--- config.mk ---
export PLATFORM = sky130hd
export DESIGN_NAME = serdes_lb_path
export DESIGN_NICKNAME = d
export VERILOG_FILES = /design/src/rtl/serdes_lb_pkg.sv /design/src/rtl/lb_word_timer.sv /design/src/rtl/lb_piso.sv /design/src/rtl/lb_sipo.sv /design/src/rtl/serdes_lb_path.sv
export SDC_FILE = /design/constraint.sdc
export NUM_CORES = 1
export LEC_CHECK = 0
export BUFFER_PORTS_ARGS = -buffer_cell sky130_fd_sc_hd__buf_4
export CORE_ASPECT_RATIO = 0.75
export CORE_MARGIN = 4
export CORE_UTILIZATION = 40
export CTS_CLUSTER_DIAMETER = 200
export DETAILED_ROUTE_END_ITERATION = 10
export GPL_ROUTABILITY_DRIVEN = 0
export PLACE_DENSITY = 0.64
export SLEW_MARGIN = 15
export SYNTH_ARGS = -nofsm -noshare
export SYNTH_HDL_FRONTEND = slang
export SYNTH_HIERARCHICAL = 1
export SYNTH_SLANG_ARGS = --single-unit
--- constraint.sdc ---
create_clock -name clk_i -period 1.58 [get_ports clk_i]
set_input_delay 0.158 -clock clk_i [delete_from_list [all_inputs] [get_ports clk_i]]
set_output_delay 0.158 -clock clk_i [all_outputs]
set_load 0.005 [all_outputs]
--- src/rtl/serdes_lb_pkg.sv ---
package serdes_lb_pkg;

  typedef struct packed {
    logic ana;
    logic dig;
    logic rem;
  } lb_mode_t;

  typedef enum logic [1:0] {
    RX_SRC_LINE = 2'd0,
    RX_SRC_PAR  = 2'd1,
    RX_SRC_SER  = 2'd2
  } rx_src_e;

  // serializer wrap owns the receive path, then parallel wrap
  function automatic rx_src_e rx_pick(lb_mode_t m);
    if (m.ana)      return RX_SRC_SER;
    else if (m.dig) return RX_SRC_PAR;
    else            return RX_SRC_LINE;
  endfunction

endpackage

--- src/rtl/lb_word_timer.sv ---
module lb_word_timer #(
  parameter int W = 8
) (
  input  logic clk_i,
  input  logic rst_ni,
  output logic stb_o
);
  localparam int CW = $clog2(W);

  logic [CW-1:0] cnt_q;

  assign stb_o = (cnt_q == CW'(W - 1));

  always_ff @(posedge clk_i or negedge rst_ni) begin
    if (!rst_ni)    cnt_q <= '0;
    else if (stb_o) cnt_q <= '0;
    else            cnt_q <= cnt_q + 1'b1;
  end
endmodule

--- src/rtl/lb_piso.sv ---
module lb_piso #(
  parameter int W = 8
) (
  input  logic         clk_i,
  input  logic         rst_ni,
  input  logic         load_i,
  input  logic [W-1:0] data_i,
  output logic         bit_o
);
  logic [W-1:0] sh_q;

  assign bit_o = sh_q[W-1];

  always_ff @(posedge clk_i or negedge rst_ni) begin
    if (!rst_ni)     sh_q <= '0;
    else if (load_i) sh_q <= data_i;
    else             sh_q <= {sh_q[W-2:0], 1'b0};
  end
endmodule

--- src/rtl/lb_sipo.sv ---
module lb_sipo #(
  parameter int W = 8
) (
  input  logic         clk_i,
  input  logic         rst_ni,
  input  logic         bit_i,
  output logic [W-1:0] word_o
);
  logic [W-2:0] sh_q;

  // word includes the bit being sampled at this edge
  assign word_o = {sh_q, bit_i};

  always_ff @(posedge clk_i or negedge rst_ni) begin
    if (!rst_ni) sh_q <= '0;
    else         sh_q <= {sh_q[W-3:0], bit_i};
  end
endmodule

--- src/rtl/serdes_lb_path.sv ---
module serdes_lb_path
  import serdes_lb_pkg::*;
#(
  parameter int W = 8
) (
  input  logic         clk_i,
  input  logic         rst_ni,
  input  logic [W-1:0] tx_byte_i,
  input  logic         rx_bit_i,
  input  logic         lb_rem_i,
  input  logic         lb_dig_i,
  input  logic         lb_ana_i,
  output logic         tx_bit_o,
  output logic [W-1:0] rx_byte_o,
  output logic         word_stb_o
);
  logic         stb;
  logic         ser_bit;
  logic         rx_q;
  logic         tx_q;
  logic         des_bit;
  logic [W-1:0] des_word;
  logic [W-1:0] rx_byte_q;
  lb_mode_t     mode_q;
  rx_src_e      rx_src;

  lb_word_timer #(.W(W)) u_timer (
    .clk_i (clk_i),
    .rst_ni(rst_ni),
    .stb_o (stb)
  );

  lb_piso #(.W(W)) u_piso (
    .clk_i (clk_i),
    .rst_ni(rst_ni),
    .load_i(stb),
    .data_i(tx_byte_i),
    .bit_o (ser_bit)
  );

  assign rx_src  = rx_pick(mode_q);
  assign des_bit = (rx_src == RX_SRC_SER) ? ser_bit : rx_q;

  lb_sipo #(.W(W)) u_sipo (
    .clk_i (clk_i),
    .rst_ni(rst_ni),
    .bit_i (des_bit),
    .word_o(des_word)
  );

  always_ff @(posedge clk_i or negedge rst_ni) begin
    if (!rst_ni) begin
      mode_q    <= '0;
      rx_q      <= 1'b0;
      tx_q      <= 1'b0;
      rx_byte_q <= '0;
    end else begin
      rx_q <= rx_bit_i;
      tx_q <= mode_q.rem ? rx_q : ser_bit;
      if (stb) begin
        rx_byte_q <= (rx_src == RX_SRC_PAR) ? tx_byte_i : des_word;
        mode_q    <= '{ana: lb_ana_i, dig: lb_dig_i, rem: lb_rem_i};
      end
    end
  end

  assign tx_bit_o   = tx_q;
  assign rx_byte_o  = rx_byte_q;
  assign word_stb_o = stb;
endmodule

==> impl_metrics.csv, run 1 <==
group,metric,value,unit
critical_path,reg2reg_to,"u_piso/sh_q[7]",
timing,worstMarginPinSlew,385,ps
yosys,netlist_instances,88,
yosys,syn_area,0.00133,mm^2
placement,io_buffers,23,
clock_tree,cts.sinks,31,
job,drv_cap,0,
detailed_routing,vias,795,
hold_path,hold_start,"lb_dig_i",
final_layout,antenna_cells,0,
detailed_routing,detail_route.iter0.violations,33,
placement,place_hpwl,1.56,mm
detailed_routing,drc,0,
yosys,ys_seq_area_share,58.5,%
yosys,synth_warnings,6,
timing,report.final.hold_viol_count,0,
pwr,clockPowerShare,43.9,%
final_layout,instances_no_fill,155,
critical_path,crit_path_start_kind,"flip-flop",
yosys,syn_avg_cell_area,15.1,um^2
detailed_routing,wirelength,2.47,mm
yosys,ys_types,16,
run_status,outcome,"complete, no violations",
detailed_routing,drtAntennaViolNets,0,
timing,setup_tns,0,ps
hold_path,hp-class,"input pin to flip-flop",
clock_tree,clock_tree.root_cell,"clkbuf_8",
critical_path,critPathKind,"flip-flop to output port",
critical_path,reg2reg_slack,240,ps
timing,max_freq,665,MHz
global_routing,grt_usage,13.1,%
pwr,vdd_drop_max,0.446,mV
critical_path,r2r-start,"u_timer/cnt_q[0]",
timing,layout_setup_ws,75.6,ps
final_layout,area_growth,26.8,%
die,fp.dieH,57.9,um
yosys,ys_ff_latch,31,
die,die_x,74.5,um
clock_tree,clk-insertion-delay-late,290,ps
global_routing,grt_pass1_vias,842,
timing,slew_violations,0,
clock_tree,path_clk_slew,70,ps
detailed_routing,firstDrtPassIters,3,
pwr,p_total,0.00183,W
timing,clock_skew,7.10,ps
hold_path,min_path_cells,2,
die,dieArea,0.00431,mm^2
timing,relSlewSlack,74.3,%
clock_tree,cts.htree.levels,2,
die,rows,17,
global_routing,grt_pass1_wl,4.03,mm
critical_path,path_max_fanout,19,
pwr,p_sw_share,20.9,%
pwr,switchingPower,0.000381,W
critical_path,arrival,1350,ps
timing,fin_crit_sh,95.2,%
clock_tree,clockBufferDepth,2,
die,initial_core_util,43.3,%
die,coreArea,0.00306,mm^2
die,io_pins,24,
pwr,pwr-share-comb,8.5,%
yosys,synth_nets,104,
timing,period_minus_slack,1500,ps
pwr,power.density,1090,mW/mm^2
pwr,p_seq_share,47.6,%
pwr,intPower,0.00144,W
placement,dpl.cell_count,144,
global_routing,grt_max_degree,38,
global_routing,overflow,0,
timing,rsz0062_at_grt,"false",
placement,preCtsSetupSlack,200,ps
global_routing,antenna_found_initial,0,
final_layout,layout-drive-gt1-share,49.6,%
clock_tree,cts-buffers-inserted,5,
detailed_routing,wl_per_cell,16.0,um
final_layout,fin_nets,132,
critical_path,ff2ff_path_depth,4,
hold_path,whs_endpoint,"mode_q[1]",
critical_path,critPathCaptureType,"output port",
critical_path,crit_required,1420,ps
pwr,leakagePower,0.760,nW
timing,setup_viol_count_final,0,
timing,holdWs,95.8,ps
detailed_routing,routed_via_density,5.13,
clock_tree,cts_tree,"yes",
worst max-delay path, cell delays in order, from the launching register on:
cell and delay [ps]:
dfrtp_1 380, ha_2 200, ha_4 180, buf_12 160, buf_4 140
sequential cells by signal, indices dropped and copies added (netlist names):
signal	flops
mode_q	3
rx_byte_o	8
rx_q	1
tx_bit_o	1
u_piso/sh_q	8
u_sipo/sh_q	7
u_timer/cnt_q	3
cells in the mapped netlist:
master	number	area [um^2]
buf_2	2	10.0
nor2_1	1	3.75
nand2_1	8	30.0
dfrtp_1	31	776
buf_4	1	7.51
nand2b_1	8	50.1
o211ai_2	8	100
mux2_1	1	11.3
ha_1	2	25.0
mux2_2	1	11.3
buf_8	1	15.0
and2_2	1	7.51
buf_6	4	45.0
nor2b_4	1	13.8
mux2_4	10	150
nand4b_1	8	70.1
power by group through the flow:
stage	registers, W	logic [W]	clock network (W)
2_1_floorplan	0.000880	0.0000687	0
3_3_place_gp	0.000881	0.000152	0
3_5_place_dp	0.000883	0.000154	0
4_1_cts	0.000869	0.000159	0.000826
5_1_grt	0.000874	0.000172	0.000870
6_report	0.000868	0.000155	0.000802
layer usage:
layer	part of all wire, %	track usage [%]
met5	0	0
met4	3.0	9.90
met3	7.9	5.72
met2	45	17.4
met1	44	16.6
repair_timing:
item / 4_1_cts / 5_1_grt
gates resized for setup: 0 / 3
hold endpoints to repair: 32 / 0
setup buffers: 0 / 0
setup endpoints to repair: 0 / 1
hold buffers: 2 / 0
layout make-up:
type	count	area (um^2)
Clock buffer	6	82.6
Timing Repair Buffer	29	253
Tap cell	38	47.5
Fill cell	268	1380
Sequential cell	31	776
Multi-Input combinational cell	49	488
Clock inverter	2	35.0
worst max path at each step:
stage,start,endpoint,slack (ps),cells after the start
floorplan,u_timer/cnt_q[0],mode_q[0],120,5
global placement,u_timer/cnt_q[0],u_piso/sh_q[5],220,4
detailed placement,u_timer/cnt_q[0],mode_q[2],200,4
CTS,u_timer/cnt_q[0],word_stb_o,1,4
global route,u_timer/cnt_q[0],word_stb_o,20,4
finish,u_timer/cnt_q[0],word_stb_o,80,4
kinds of logic after synthesis:
family / Yosys count / synth area share (%)
muxes: 12 / 13.0
adders and majority gates: 2 / 1.89
buffers and inverters: 8 / 5.85
DFF: 31 / 58.5
and+or+nand+nor: 27 / 13.2
AOI/OAI and AO/OA: 8 / 7.55
through the flow:
stage | instance area (um^2) | utilization (%)
after detailed placement | 1500 | 49.1
final | 1680 | 54.9
after CTS | 1640 | 53.6
after global routing | 1680 | 54.9
after global placement | 1500 | 49.1
after floorplan | 1330 | -
cell usage in the layout, fill, tap and decap left out:
master          n
buf_4          25
dfrtp_1        31
nor2b_4         1
mux2_2          1
nor2_1          1
ha_4            1
clkbuf_16       1
mux2_4         10
nand2_1         8
o211ai_2        8
mux2_1          1
clkinv_2        1
nand4b_1        8
dlygate4sd3_1   2
nand2b_1        8
buf_12          1
clkbuf_8        6
bufinv_16       1
and2_2          1
ha_2            1
(Power assumes the default switching activity.)
==> run 2, diff against run 1 <==
RECOVER_POWER = 25   (was default)
==> impl_metrics.csv, run 2 (same netlist as run 1, synthesis figures left out) <==
group,metric,value,unit
global_routing,grt_pass1_vias,842,
clock_tree,cts.sinks,31,
pwr,pwr-share-comb,8.5,%
detailed_routing,firstDrtPassIters,3,
pwr,clockPowerShare,43.9,%
detailed_routing,drtAntennaViolNets,0,
pwr,p_seq_share,47.6,%
pwr,p_total,0.00182,W
detailed_routing,wl_per_cell,15.9,um
global_routing,grt_max_degree,38,
timing,worstMarginPinSlew,745,ps
timing,clock_skew,7.06,ps
final_layout,n_fill_cell,269,
critical_path,reg2reg_slack,240,ps
detailed_routing,detail_route.iter0.violations,33,
global_routing,grt_usage,13.1,%
pwr,leakagePower,0.759,nW
timing,period_minus_slack,1500,ps
critical_path,critPathKind,"flip-flop to output port",
final_layout,antenna_cells,0,
final_layout,layout_common_cells,"dfrtp_1 (31), buf_4 (23), mux2_4 (10)",
placement,place_hpwl,1.56,mm
critical_path,slowest_delay,380,ps
die,coreArea,0.00306,mm^2
die,rows,17,
placement,dpl-instance-area,0.00150,mm^2
critical_path,crit_required,1420,ps
critical_path,crit_path_start_kind,"flip-flop",
pwr,p_sw_share,20.9,%
detailed_routing,routed_via_density,5.14,
pwr,switchingPower,0.000381,W
timing,setup_viol_count_final,0,
timing,fin_crit_sh,95.2,%
die,fp.dieH,57.9,um
job,drv_cap,0,
critical_path,path_buf_inv,2,
clock_tree,clock_tree.root_cell,"clkbuf_8",
final_layout,final_common_cell,"dfrtp_1",
clock_tree,path_clk_slew,70,ps
run_status,outcome,"complete, no violations",
timing,report.final.hold_viol_count,0,
clock_tree,cts.htree.levels,2,
final_layout,fin_nets,132,
clock_tree,clk-insertion-delay-late,290,ps
timing,rsz0062_at_grt,"false",
placement,io_buffers,23,
die,die_x,74.5,um
pwr,power.density,1090,mW/mm^2
critical_path,crit_chain,"ha_2 > ha_4 > buf_12 > buf_4",
pwr,intPower,0.00144,W
pwr,vdd_drop_max,0.446,mV
detailed_routing,drc,0,
critical_path,critPathCaptureType,"output port",
critical_path,path_max_fanout,19,
final_layout,area_growth,26.6,%
timing,relSlewSlack,50.4,%
critical_path,crit_family,"flip-flops",
die,initial_core_util,43.3,%
hold_path,hp-class,"input pin to flip-flop",
clock_tree,clockBufferDepth,2,
clock_tree,cts_tree,"yes",
critical_path,cp_slowest_cell,"dfrtp_1",
final_layout,stdcell_area,0.00168,mm^2
detailed_routing,wirelength,2.47,mm
critical_path,arrival,1350,ps
detailed_routing,vias,796,
timing,max_freq,665,MHz
clock_tree,cts-buffers-inserted,5,
global_routing,grt_pass1_wl,4.03,mm
timing,slew_violations,0,
die,io_pins,24,
timing,setup_tns,0,ps
die,dieArea,0.00431,mm^2
global_routing,overflow,0,
global_routing,antenna_found_initial,0,
final_layout,layout-drive-gt1-share,49.6,%
==> run 2: cell types whose count changed in the layout (fill, tap and decap cells not counted), sizes merged <==
cell	previous run	this run
clkbuf	7	9
buf	26	24
==> run 2: worst reg2reg max path, delay by kind of cell, from the launching register on <==
family,cells,cell delay [ps]
muxes,1,300
adders and majority gates,2,380
DFF,1,380
buffers and inverters,1,160
==> run 2: timing repair <==
action / in CTS / in global routing
resized for setup: 0 / 3
hold endpoints to repair: 32 / 0
setup endpoints to repair: 0 / 1
setup buffers: 0 / 0
hold buffers: 2 / 0
==> run 2: power groups by stage <==
stage	logic (W)	clock network [W]	registers [W]
final	0.000154	0.000802	0.000868
after global routing	0.000171	0.000870	0.000874
after CTS	0.000159	0.000826	0.000869
after detailed placement	0.000154	0	0.000883
after global placement	0.000152	0	0.000881
after floorplan	0.0000687	0	0.000880
==> run 2: metal layers <==
layer  track usage (%)  vias to the layer above  part of all wire (%)
met3              5.72                        8                   8.1
met4              9.90                        0                   3.0
li1                  -                      361                     -
met5                 0                        -                     0
met2              17.4                       23                    45
met1              16.6                      404                    44
==> run 2: stage by stage <==
step                      instances  utilization (%)  hold WS (ps)  worst slack [ps]
after floorplan                  88                -          -138               122
after detailed placement        144             49.1           110               200
after global routing            155             54.8          92.1              19.7
after global placement          144             49.1           107               217
final                           155             54.8          95.9              75.7
after CTS                       154             53.6          84.2              1.27
==> run 2: final timing paths <==
| kind | depth (start not counted) | endpoint | from |
|---|---|---|---|
| max | 4 | word_stb_o | u_timer/cnt_q[0] |
| min | 2 | mode_q[1] | lb_dig_i |
| max reg2reg | 4 | u_piso/sh_q[7] | u_timer/cnt_q[0] |
| min reg2reg | 0 | u_sipo/sh_q[3] | u_sipo/sh_q[2] |
| max in group asynchronous | 2 | mode_q[1] | rst_ni |
| min in group asynchronous | 2 | tx_bit_o | rst_ni |
==> run 2: area by class of cell <==
type / instances / area (um^2) / area share, %
flip-flops and latches: 31 / 776 / 46.2
multi-input cells: 49 / 488 / 29.1
repair buffers: 29 / 250 / 14.9
clock buffers: 6 / 82.6 / 4.92
well taps: 38 / 47.5 / 2.83
clock inverters: 2 / 35.0 / 2.09
==> run 3, diff against run 2 <==
ABC_AREA = 1   (was default)
PLACE_DENSITY = 0.65   (was 0.64)
==> impl_metrics.csv, run 3 <==
group,metric,value,unit
run_status,outcome,"complete, no violations",
yosys,ys_types,11,
detailed_routing,drtAntennaViolNets,0,
timing,setup_tns,0,ps
critical_path,crit_path_start_kind,"flip-flop",
clock_tree,postCtsSetupRepairBufs,0,
critical_path,critPathKind,"flip-flop to output port",
yosys,synth_top_area_share,62.3,%
pwr,vdd_drop_max,0.605,mV
pwr,leakagePower,0.849,nW
die,coreArea,0.00296,mm^2
global_routing,grt_max_degree,32,
yosys,synth_edf_count,0,
detailed_routing,routed_via_density,4.56,
final_layout,fin_nets,178,
global_routing,grt_pass1_wl,4.09,mm
clock_tree,cts_tree,"yes",
pwr,p_sw_share,24.0,%
timing,report.final.hold_viol_count,0,
detailed_routing,wl_per_cell,11.7,um
clock_tree,cts.sinks,31,
pwr,pwr-share-comb,9.0,%
timing,slew_violations,0,
hold_path,hold_start,"tx_byte_i[0]",
critical_path,crit_family,"adder cells",
critical_path,cp_slowest_cell,"dfrtp_1",
critical_path,reg2reg_to,"mode_q[1]",
clock_tree,cts-buffers-inserted,5,
critical_path,crit_chain,"ha_1 > ha_4 > buf_4",
timing,fin_crit_sh,92.6,%
timing,period_minus_slack,1460,ps
clock_tree,path_clk_slew,60,ps
yosys,ys_seq_area_share,62.3,%
final_layout,instances_no_fill,201,
die,rows,17,
critical_path,slowest_delay,380,ps
pwr,clockPowerShare,36.6,%
timing,max_freq,683,MHz
die,die_x,72.4,um
final_layout,layout_common_cells,"nand2_1 (55), dfrtp_1 (31), buf_4 (21), inv_1 (18), nand3_1 (16)",
detailed_routing,drc,0,
final_layout,multiInputGateArea,354,um^2
timing,worstMarginPinSlew,749,ps
yosys,synth_top_cell_by_area,"dfrtp_1",
pwr,power.density,1050,mW/mm^2
timing,holdWs,75.7,ps
detailed_routing,detail_route.iter0.violations,66,
global_routing,grt_usage,13.3,%
final_layout,final_common_cell,"nand2_1",
pwr,switchingPower,0.000384,W
timing,setup_viol_count_final,0,
pwr,p_total,0.00160,W
yosys,ys_ff_latch,31,
die,io_pins,24,
critical_path,reg2reg_slack,330,ps
placement,place_hpwl,1.65,mm
yosys,syn_avg_cell_area,9.22,um^2
yosys,syn_area,0.00124,mm^2
yosys,netlist_top_cells_area,"dfrtp_1 (62%), nand2_1 (17%), nand3_1 (6.4%), inv_1 (5.4%), buf_6 (2.7%)",
hold_path,min_path_cells,3,
placement,dpl-instance-area,0.00142,mm^2
critical_path,r2r-start,"u_timer/cnt_q[0]",
hold_path,hp-class,"input pin to flip-flop",
yosys,synthFlopType,"dfrtp_1",
critical_path,arrival,1310,ps
pwr,p_seq_share,54.4,%
placement,dpl.cell_count,191,
clock_tree,clockBufferDepth,2,
critical_path,path_max_fanout,24,
yosys,synth_nets,151,
detailed_routing,wirelength,2.36,mm
global_routing,grt_pass1_vias,948,
timing,clock_skew,6.28,ps
global_routing,antenna_found_initial,0,
final_layout,seqCellArea,776,um^2
critical_path,path_buf_inv,1,
placement,io_buffers,23,
critical_path,critPathCaptureType,"output port",
detailed_routing,vias,917,
yosys,synthTopCellsByCount,"nand2_1 (55), dfrtp_1 (31), inv_1 (18)",
final_layout,stdcell_area,0.00153,mm^2
yosys,async_flop_share,100,%
timing,rsz0062_at_grt,"false",
yosys,synth_most_common_cell,"nand2_1",
detailed_routing,firstDrtPassIters,4,
final_layout,area_growth,22.9,%
critical_path,ff2ff_path_depth,5,
final_layout,n_fill_cell,292,
clock_tree,clock_tree.root_cell,"clkbuf_8",
timing,relSlewSlack,50.1,%
global_routing,overflow,0,
yosys,synth_warnings,6,
final_layout,layout-drive-gt1-share,22.1,%
pwr,intPower,0.00122,W
die,fp.dieH,56.3,um
critical_path,crit_required,1420,ps
die,initial_core_util,42.1,%
job,drv_cap,0,
hold_path,whs_endpoint,"u_piso/sh_q[0]",
clock_tree,clk-insertion-delay-late,280,ps
yosys,netlist_instances,135,
clock_tree,cts.htree.levels,2,
die,dieArea,0.00408,mm^2
final_layout,antenna_cells,0,
==> run 3: changes by cell type after synthesis, moves of 3 or more <==
| cell | change |
|---|---|
| inv_1 | +18 |
| inv_2 | +3 |
| mux2_4 | -10 |
| nand2_1 | +47 |
| nand2b_1 | -8 |
| nand3_1 | +16 |
| nand4b_1 | -8 |
| o211ai_2 | -8 |
| o21ai_0 | +3 |
==> run 3: stage by stage <==
stage	util, %	setup WS (ps)
CTS	51.8	102
global route	51.8	47.1
global placement	47.9	-23.1
floorplan	-	352
detailed placement	47.9	-131
finish	51.8	116
==> run 3: power by group through the flow <==
stage,logic [W],registers (W),clock network [W]
after floorplan,0.0000648,0.000879,0
after global placement,0.000142,0.000885,0
after detailed placement,0.000145,0.000886,0
after CTS,0.000150,0.000872,0.000605
after global routing,0.000166,0.000877,0.000636
final,0.000145,0.000871,0.000586
==> run 3: cell families after synthesis <==
| logic type | count (synthesis) | synth area share [%] |
|---|---|---|
| simple gates | 73 | 24.2 |
| flops | 31 | 62.3 |
| buf+inv | 26 | 10.3 |
| compound gates | 3 | 1.21 |
| fa+ha+maj | 2 | 2.01 |
==> run 3: layout make-up <==
type / count / area share (%)
multi-input combinational: 78 / 23.1
tap: 38 / 3.11
sequential: 31 / 50.7
inverter: 21 / 5.15
clock inverter: 3 / 0.981
timing repair buffer: 25 / 12.4
clock buffer: 5 / 4.50
==> run 3: per-layer routing <==
| metal | GRT usage, % | wire length (um) |
|---|---|---|
| met1 | 16.6 | 1130 |
| met2 | 19.3 | 1030 |
| met3 | 6.62 | 155 |
| met4 | 5.53 | 41 |
| met5 | 0 | 0 |
==> run 3: repair_timing <==
item	4_1_cts	5_1_grt
gates resized for setup	2	0
hold buffers	2	0
setup endpoints to repair	19	0
hold endpoints to repair	32	0
==> run 3: tightest hold or removal path, stage by stage <==
cell	delay, ps
buf_4	80
nand2_1	40
inv_1	40
==> run 3: worst max-delay path by stage <==
stage | end | depth (start not counted) | startpoint | slack (ps)
floorplan | rx_byte_o[0] | 5 | u_timer/cnt_q[0] | 350
global placement | rx_byte_o[2] | 5 | u_timer/cnt_q[0] | -20
detailed placement | rx_byte_o[3] | 5 | u_timer/cnt_q[0] | -130
CTS | word_stb_o | 3 | u_timer/cnt_q[0] | 100
global route | word_stb_o | 3 | u_timer/cnt_q[0] | 50
finish | word_stb_o | 3 | u_timer/cnt_q[0] | 120
